`src/rtl/pgwr_pkg.sv`:
```
package pgwr_pkg;
   typedef enum logic {
      PG_IDLE = 1'b0,
      PG_PROG = 1'b1
   } pg_state_e;
endpackage

```
`src/rtl/pgwr_ptr.sv`:
```
module pgwr_ptr #(
   parameter int ADDR_W = 8,
   parameter int PAGE_W = 4
) (
   input  logic              clk,
   input  logic              rst_n,
   input  logic              load_i,
   input  logic [ADDR_W-1:0] load_addr_i,
   input  logic              step_i,
   output logic [ADDR_W-1:0] ptr_o
);
   localparam int HI_W = ADDR_W - PAGE_W;

   logic [HI_W-1:0]   page_q;
   logic [PAGE_W-1:0] slot_q;

   always_ff @(posedge clk or negedge rst_n) begin
      if (!rst_n) begin
         page_q <= '0;
         slot_q <= '0;
      end else if (load_i) begin
         page_q <= load_addr_i[ADDR_W-1:PAGE_W];
         slot_q <= load_addr_i[PAGE_W-1:0];
      end else if (step_i) begin
         slot_q <= slot_q + PAGE_W'(1);
      end
   end

   assign ptr_o = {page_q, slot_q};
endmodule

```
`src/rtl/pgwr_slots.sv`:
```
module pgwr_slots #(
   parameter int PAGE_W = 4,
   parameter int DATA_W = 8
) (
   input  logic                   clk,
   input  logic                   rst_n,
   input  logic                   wr_i,
   input  logic [PAGE_W-1:0]      wr_slot_i,
   input  logic [DATA_W-1:0]      wr_data_i,
   input  logic                   drop_i,
   input  logic [PAGE_W-1:0]      rd_slot_i,
   output logic [DATA_W-1:0]      rd_data_o,
   output logic                   rd_valid_o,
   output logic [(1<<PAGE_W)-1:0] mask_o
);
   localparam int SLOTS = 1 << PAGE_W;

   logic [DATA_W-1:0] slot_data [SLOTS];

   for (genvar g = 0; g < SLOTS; g++) begin : g_slot
      logic [DATA_W-1:0] byte_q;
      logic              vld_q;
      logic              hit;

      assign hit = wr_i && (wr_slot_i == PAGE_W'(g));

      always_ff @(posedge clk or negedge rst_n) begin
         if (!rst_n) begin
            vld_q <= 1'b0;
         end else if (drop_i) begin
            vld_q <= 1'b0;
         end else if (hit) begin
            vld_q <= 1'b1;
         end
      end

      always_ff @(posedge clk or negedge rst_n) begin
         if (!rst_n) begin
            byte_q <= '0;
         end else if (hit && !drop_i) begin
            byte_q <= wr_data_i;
         end
      end

      assign slot_data[g] = byte_q;
      assign mask_o[g]    = vld_q;
   end

   assign rd_data_o  = slot_data[rd_slot_i];
   assign rd_valid_o = mask_o[rd_slot_i];
endmodule

```
`src/rtl/pgwr_timer.sv`:
```
module pgwr_timer
   import pgwr_pkg::*;
#(
   parameter int WRITE_CYCLES = 400000,
   parameter int PAGE_W       = 4
) (
   input  logic              clk,
   input  logic              rst_n,
   input  logic              go_i,
   output logic              busy_o,
   output logic              scan_en_o,
   output logic [PAGE_W-1:0] scan_slot_o,
   output logic              done_o
);
   localparam int CYC_W = $clog2(WRITE_CYCLES + 1);
   localparam int SLOTS = 1 << PAGE_W;

   pg_state_e        state_q;
   logic [CYC_W-1:0] cnt_q;

   assign busy_o      = (state_q == PG_PROG);
   assign done_o      = busy_o && (cnt_q == CYC_W'(WRITE_CYCLES - 1));
   assign scan_en_o   = busy_o && (cnt_q < CYC_W'(SLOTS));
   assign scan_slot_o = cnt_q[PAGE_W-1:0];

   always_ff @(posedge clk or negedge rst_n) begin
      if (!rst_n) begin
         state_q <= PG_IDLE;
         cnt_q   <= '0;
      end else begin
         unique case (state_q)
            PG_IDLE: begin
               cnt_q <= '0;
               if (go_i) state_q <= PG_PROG;
            end
            PG_PROG: begin
               if (done_o) begin
                  state_q <= PG_IDLE;
                  cnt_q   <= '0;
               end else begin
                  cnt_q <= cnt_q + CYC_W'(1);
               end
            end
            default: state_q <= PG_IDLE;
         endcase
      end
   end
endmodule

```
`src/rtl/pgwr_ctrl.sv`:
```
module pgwr_ctrl #(
   parameter int ADDR_W       = 8,
   parameter int DATA_W       = 8,
   parameter int PAGE_W       = 4,
   parameter int WRITE_CYCLES = 400000
) (
   input  logic              clk,
   input  logic              rst_n,
   input  logic              start_i,
   input  logic              stop_i,
   input  logic              rd_hdr_i,
   input  logic              addr_ld_i,
   input  logic [ADDR_W-1:0] addr_i,
   input  logic              data_vld_i,
   input  logic [DATA_W-1:0] data_i,
   output logic              busy_o,
   output logic [ADDR_W-1:0] ptr_o,
   output logic              mem_we_o,
   output logic [ADDR_W-1:0] mem_addr_o,
   output logic [DATA_W-1:0] mem_wdata_o
);
   localparam int SLOTS = 1 << PAGE_W;

   if (ADDR_W <= PAGE_W) begin : g_bad_addr
      $error("pgwr_ctrl: ADDR_W must exceed PAGE_W");
   end
   if (WRITE_CYCLES < SLOTS) begin : g_bad_cycles
      $error("pgwr_ctrl: WRITE_CYCLES must cover one slot scan");
   end
   if (DATA_W < 1) begin : g_bad_data
      $error("pgwr_ctrl: DATA_W must be positive");
   end

   logic             idle;
   logic             drop;
   logic             take;
   logic             load;
   logic             go;
   logic             done;
   logic             scan_en;
   logic [PAGE_W-1:0] scan_slot;
   logic [DATA_W-1:0] scan_data;
   logic             scan_vld;
   logic [SLOTS-1:0] slot_mask;

   assign idle = !busy_o;
   assign drop = (idle && (start_i || rd_hdr_i)) || done;
   assign take = idle && data_vld_i && !start_i && !rd_hdr_i;
   assign load = idle && addr_ld_i && (slot_mask == '0) && !take;
   assign go   = idle && stop_i && !start_i && !rd_hdr_i
                 && ((slot_mask != '0) || take);

   pgwr_ptr #(
      .ADDR_W (ADDR_W),
      .PAGE_W (PAGE_W)
   ) u_ptr (
      .clk         (clk),
      .rst_n       (rst_n),
      .load_i      (load),
      .load_addr_i (addr_i),
      .step_i      (take),
      .ptr_o       (ptr_o)
   );

   pgwr_slots #(
      .PAGE_W (PAGE_W),
      .DATA_W (DATA_W)
   ) u_slots (
      .clk        (clk),
      .rst_n      (rst_n),
      .wr_i       (take),
      .wr_slot_i  (ptr_o[PAGE_W-1:0]),
      .wr_data_i  (data_i),
      .drop_i     (drop),
      .rd_slot_i  (scan_slot),
      .rd_data_o  (scan_data),
      .rd_valid_o (scan_vld),
      .mask_o     (slot_mask)
   );

   pgwr_timer #(
      .WRITE_CYCLES (WRITE_CYCLES),
      .PAGE_W       (PAGE_W)
   ) u_timer (
      .clk         (clk),
      .rst_n       (rst_n),
      .go_i        (go),
      .busy_o      (busy_o),
      .scan_en_o   (scan_en),
      .scan_slot_o (scan_slot),
      .done_o      (done)
   );

   assign mem_we_o    = scan_en && scan_vld;
   assign mem_addr_o  = {ptr_o[ADDR_W-1:PAGE_W], scan_slot};
   assign mem_wdata_o = scan_data;
endmodule

```
`config.mk`:
```
export PLATFORM = sky130hd
export DESIGN_NAME = pgwr_ctrl
export DESIGN_NICKNAME = d
export VERILOG_FILES = /design/src/rtl/pgwr_pkg.sv /design/src/rtl/pgwr_ptr.sv /design/src/rtl/pgwr_slots.sv /design/src/rtl/pgwr_timer.sv /design/src/rtl/pgwr_ctrl.sv
export SDC_FILE = /design/constraint.sdc
export NUM_CORES = 1
export LEC_CHECK = 0
export BUFFER_PORTS_ARGS = -buffer_cell sky130_fd_sc_hd__buf_2
export CAP_MARGIN = 20
export CORE_MARGIN = 2
export CORE_UTILIZATION = 55
export CTS_CLUSTER_DIAMETER = 60
export CTS_CLUSTER_SIZE = 24
export DETAILED_ROUTE_END_ITERATION = 10
export GPL_ROUTABILITY_DRIVEN = 0
export PLACE_DENSITY = 0.76
export SETUP_SLACK_MARGIN = 0.1
export SLEW_MARGIN = 20
export SYNTH_ARGS = -nofsm -noshare
export SYNTH_HDL_FRONTEND = slang
export SYNTH_SLANG_ARGS = --single-unit
```
`constraint.sdc`:
```
create_clock -name clk -period 2.1 [get_ports clk]
set_input_delay 0.42 -clock clk [delete_from_list [all_inputs] [get_ports clk]]
set_output_delay 0.42 -clock clk [all_outputs]
set_load 0.03 [all_outputs]
```
==> flow_summary.toml <==
[status]
outcome = "finished with violations"
violations = "setup timing"

[synth]
yosysWarnings = 0
synth_compound_area_share_pct = 5.76
synth_cells = 616
synth_mux_area_share_pct = 27.8
synth-xor-area-share_pct = 1.27
synth_most_common_cell = "dfrtp_1"
synth-seq-cells = 172
yosys-top-cells-area = "dfrtp_1 (52%), mux2_2 (17%), mux4_2 (5.2%), mux2i_1 (4.0%), a221oi_1 (1.7%)"
synth_cell_type_count = 51
synth_common_cells = "dfrtp_1 (172), mux2_2 (125), mux2i_1 (33)"
ys_seq_area_share_pct = 51.9
yosys.area.top_type = "dfrtp_1"
ys.flop_type = "dfrtp_1"
synth_edf_count = 0
synth-async-reset-ratio_pct = 100
synth_area_um2 = 8290
synth_top_family_by_area = "multiplexers"
yosys.area_share.simple_pct = 9.32
synth_top_area_share_pct = 51.9
syn_area_per_cell_um2 = 13.5
syn_nets = 644
synthAdderAreaFrac_pct = 0.754

[global_routing]
grt_pass1_wl_mm = 36.7
first_global_vias = 6402
overflow = 0
track_usage_pct = 30.6
antenna_found_initial = 1
grt_max_degree = 54

[pwr]
p_leak_nw = 5.62
ir_drop_v = 0.000694
power_density_nw_per_um2 = 593
p_total_mw = 6.93

[setup_path]
r2r_cells = 9
worstPathMaxFanout = 5
regToRegSetupSlack_ns = -0.15
r2r_start = "u_timer.busy_o"
required_ns = 1.68
r2r-end = "u_slots.g_slot[6].byte_q[7]"
setup.worst_path.start = "u_timer.cnt_q[1]"
arrival_ns = 2.22
worstSetupPathType = "flop to output port"
start_kind = "flop"
end_kind = "output port"

[routing]
post_drt_wl_per_cell_um = 27.8
vias = 6386
met2_length_mm = 13.5
wirelength_met1_mm = 10.3
first_pass_iters = 6
drt_iter0_drc = 490
top_layer_used = "met4"
viasPerCell = 6.55
met3_wirelength_mm = 1.82
drc = 0
drt-total-wl_mm = 27.1
postRouteAntennaNets = 0

[sta]
worstMarginPinSlew_ns = 0.597
rsz0062_at_grt = "yes"
finalWorstSetupSlack_ns = -0.543
hold_ws_ns = 0.219
fin_crit_ns = 2.64
finalMaxSlewViolations = 0
hold_viol = 0
relSlewSlack_pct = 60.2
setup-violations-final = 106
fmax_mhz = 378
skew_ns = 0.0135
min_period_over_period_pct = 126
fin_tns_setup_ns = -10.18

[final_layout]
syn_to_final_growth_pct = 40.8
final_cell_area_um2 = 11700
finish.utilization_pct = 79.7
final_cells = 975
final_nets = 805
drive_gt1_share_pct = 58.4

[placement]
placed_area_um2 = 9360
pre_cts_ws_ns = -0.204
post-dp-hpwl_mm = 13.0
dp.cells = 863
io_buffers = 48

[flow_run]
cap_violations = 0

[die]
die_h_um = 127
die_area_um2 = 16100
fp-row-count = 44
dieWidth_um = 127
io_pins = 49
start_util_pct = 56.6
core-area_um2 = 14600

[clocking]
clock_latency_ns = 0.44
cts_made_buffers = 17
htreeDepth = 4
cts_root_buf = "clkbuf_16"
cts.path.max_buffers = 2
path_clk_slew_ns = 0.07
cts_tree = "yes"
cts.sinks = 172

[hold_path]
min_path_cells = 2
worst_hold_path.endpoint = "u_ptr.slot_q[3]"
worstHoldPathType = "input port to flop"
hold_start = "addr_i[3]"
## metal layers
layer / global-route usage (%) / up-vias
met3: 6.37 / 99
met5: 0 / -
met1: 38.4 / 3323
met4: 14.9 / 0
li1: - / 2614
met2: 51.2 / 350
## layout by cell type, fill, tap and decap left out, drive strengths merged, types with 9 or more instances in the layout
master / n
dfrtp: 172
xnor2: 10
nor2: 13
nor4: 9
a221oi: 16
buf: 175
mux4: 20
nand2: 52
a21oi: 10
mux2: 133
o21ai: 25
inv: 15
clkbuf: 19
mux2i: 33
## layout make-up
type / instances / area, um2
tap: 184 / 230
multi-input combinational: 402 / 4760
fill: 736 / 2970
clock buffer: 19 / 443
inverter: 8 / 30.0
sequential: 172 / 4310
clock inverter: 13 / 176
timing repair buffer: 176 / 1720
antenna: 1 / 2.50
## logic make-up after synthesis
logic type / Yosys count
flip-flops: 172
AND/OR/NAND/NOR: 118
buffers and inverters: 51
multiplexers: 186
AO/OA/AOI/OAI: 72
XOR/XNOR: 12
adder cells (fa/ha/maj): 5
## flip-flops by register name, summed over array words and instances (netlist names)
name and cells:
u_timer.busy_o 1, u_slots.g_slot.vld_q 16, u_ptr.slot_q 4, u_slots.g_slot.byte_q 128, u_timer.cnt_q 19, u_ptr.page_q 4
## critical path, stage by stage, from the launching register on
cell and delay, ns:
dfrtp_1 0.37, buf_6 0.14, mux4_1 0.54, nor2b_1 0.15
a211oi_1 0.22, buf_4 0.17, a211oi_4 0.04, buf_6 0.14
## report_power, final
part	internal (mW)	switching, mW	leakage, nW
clock network	1.94	1.43	0.299
registers	3.32	0.0112	2.38
logic	0.0617	0.162	2.94
total	5.32	1.61	5.62
## worst max path at each step
stage,endpoint,cells after the start
final,mem_we_o,7
after global routing,mem_we_o,7
after CTS,mem_wdata_o[0],8
after detailed placement,mem_wdata_o[2],5
after global placement,mem_wdata_o[5],6
after floorplan,mem_we_o,5
## timing repair
action                                  4_1_cts  5_1_grt
hold buffers                                  1        0
pin swaps                                    49       25
setup buffers                                34       31
endpoints found under the setup margin       67      179
hold endpoints to repair                     48        0
gates resized for setup                     130       90
gates cloned                                  6       12
No activity file was read; power rests on OpenSTA's default activity.
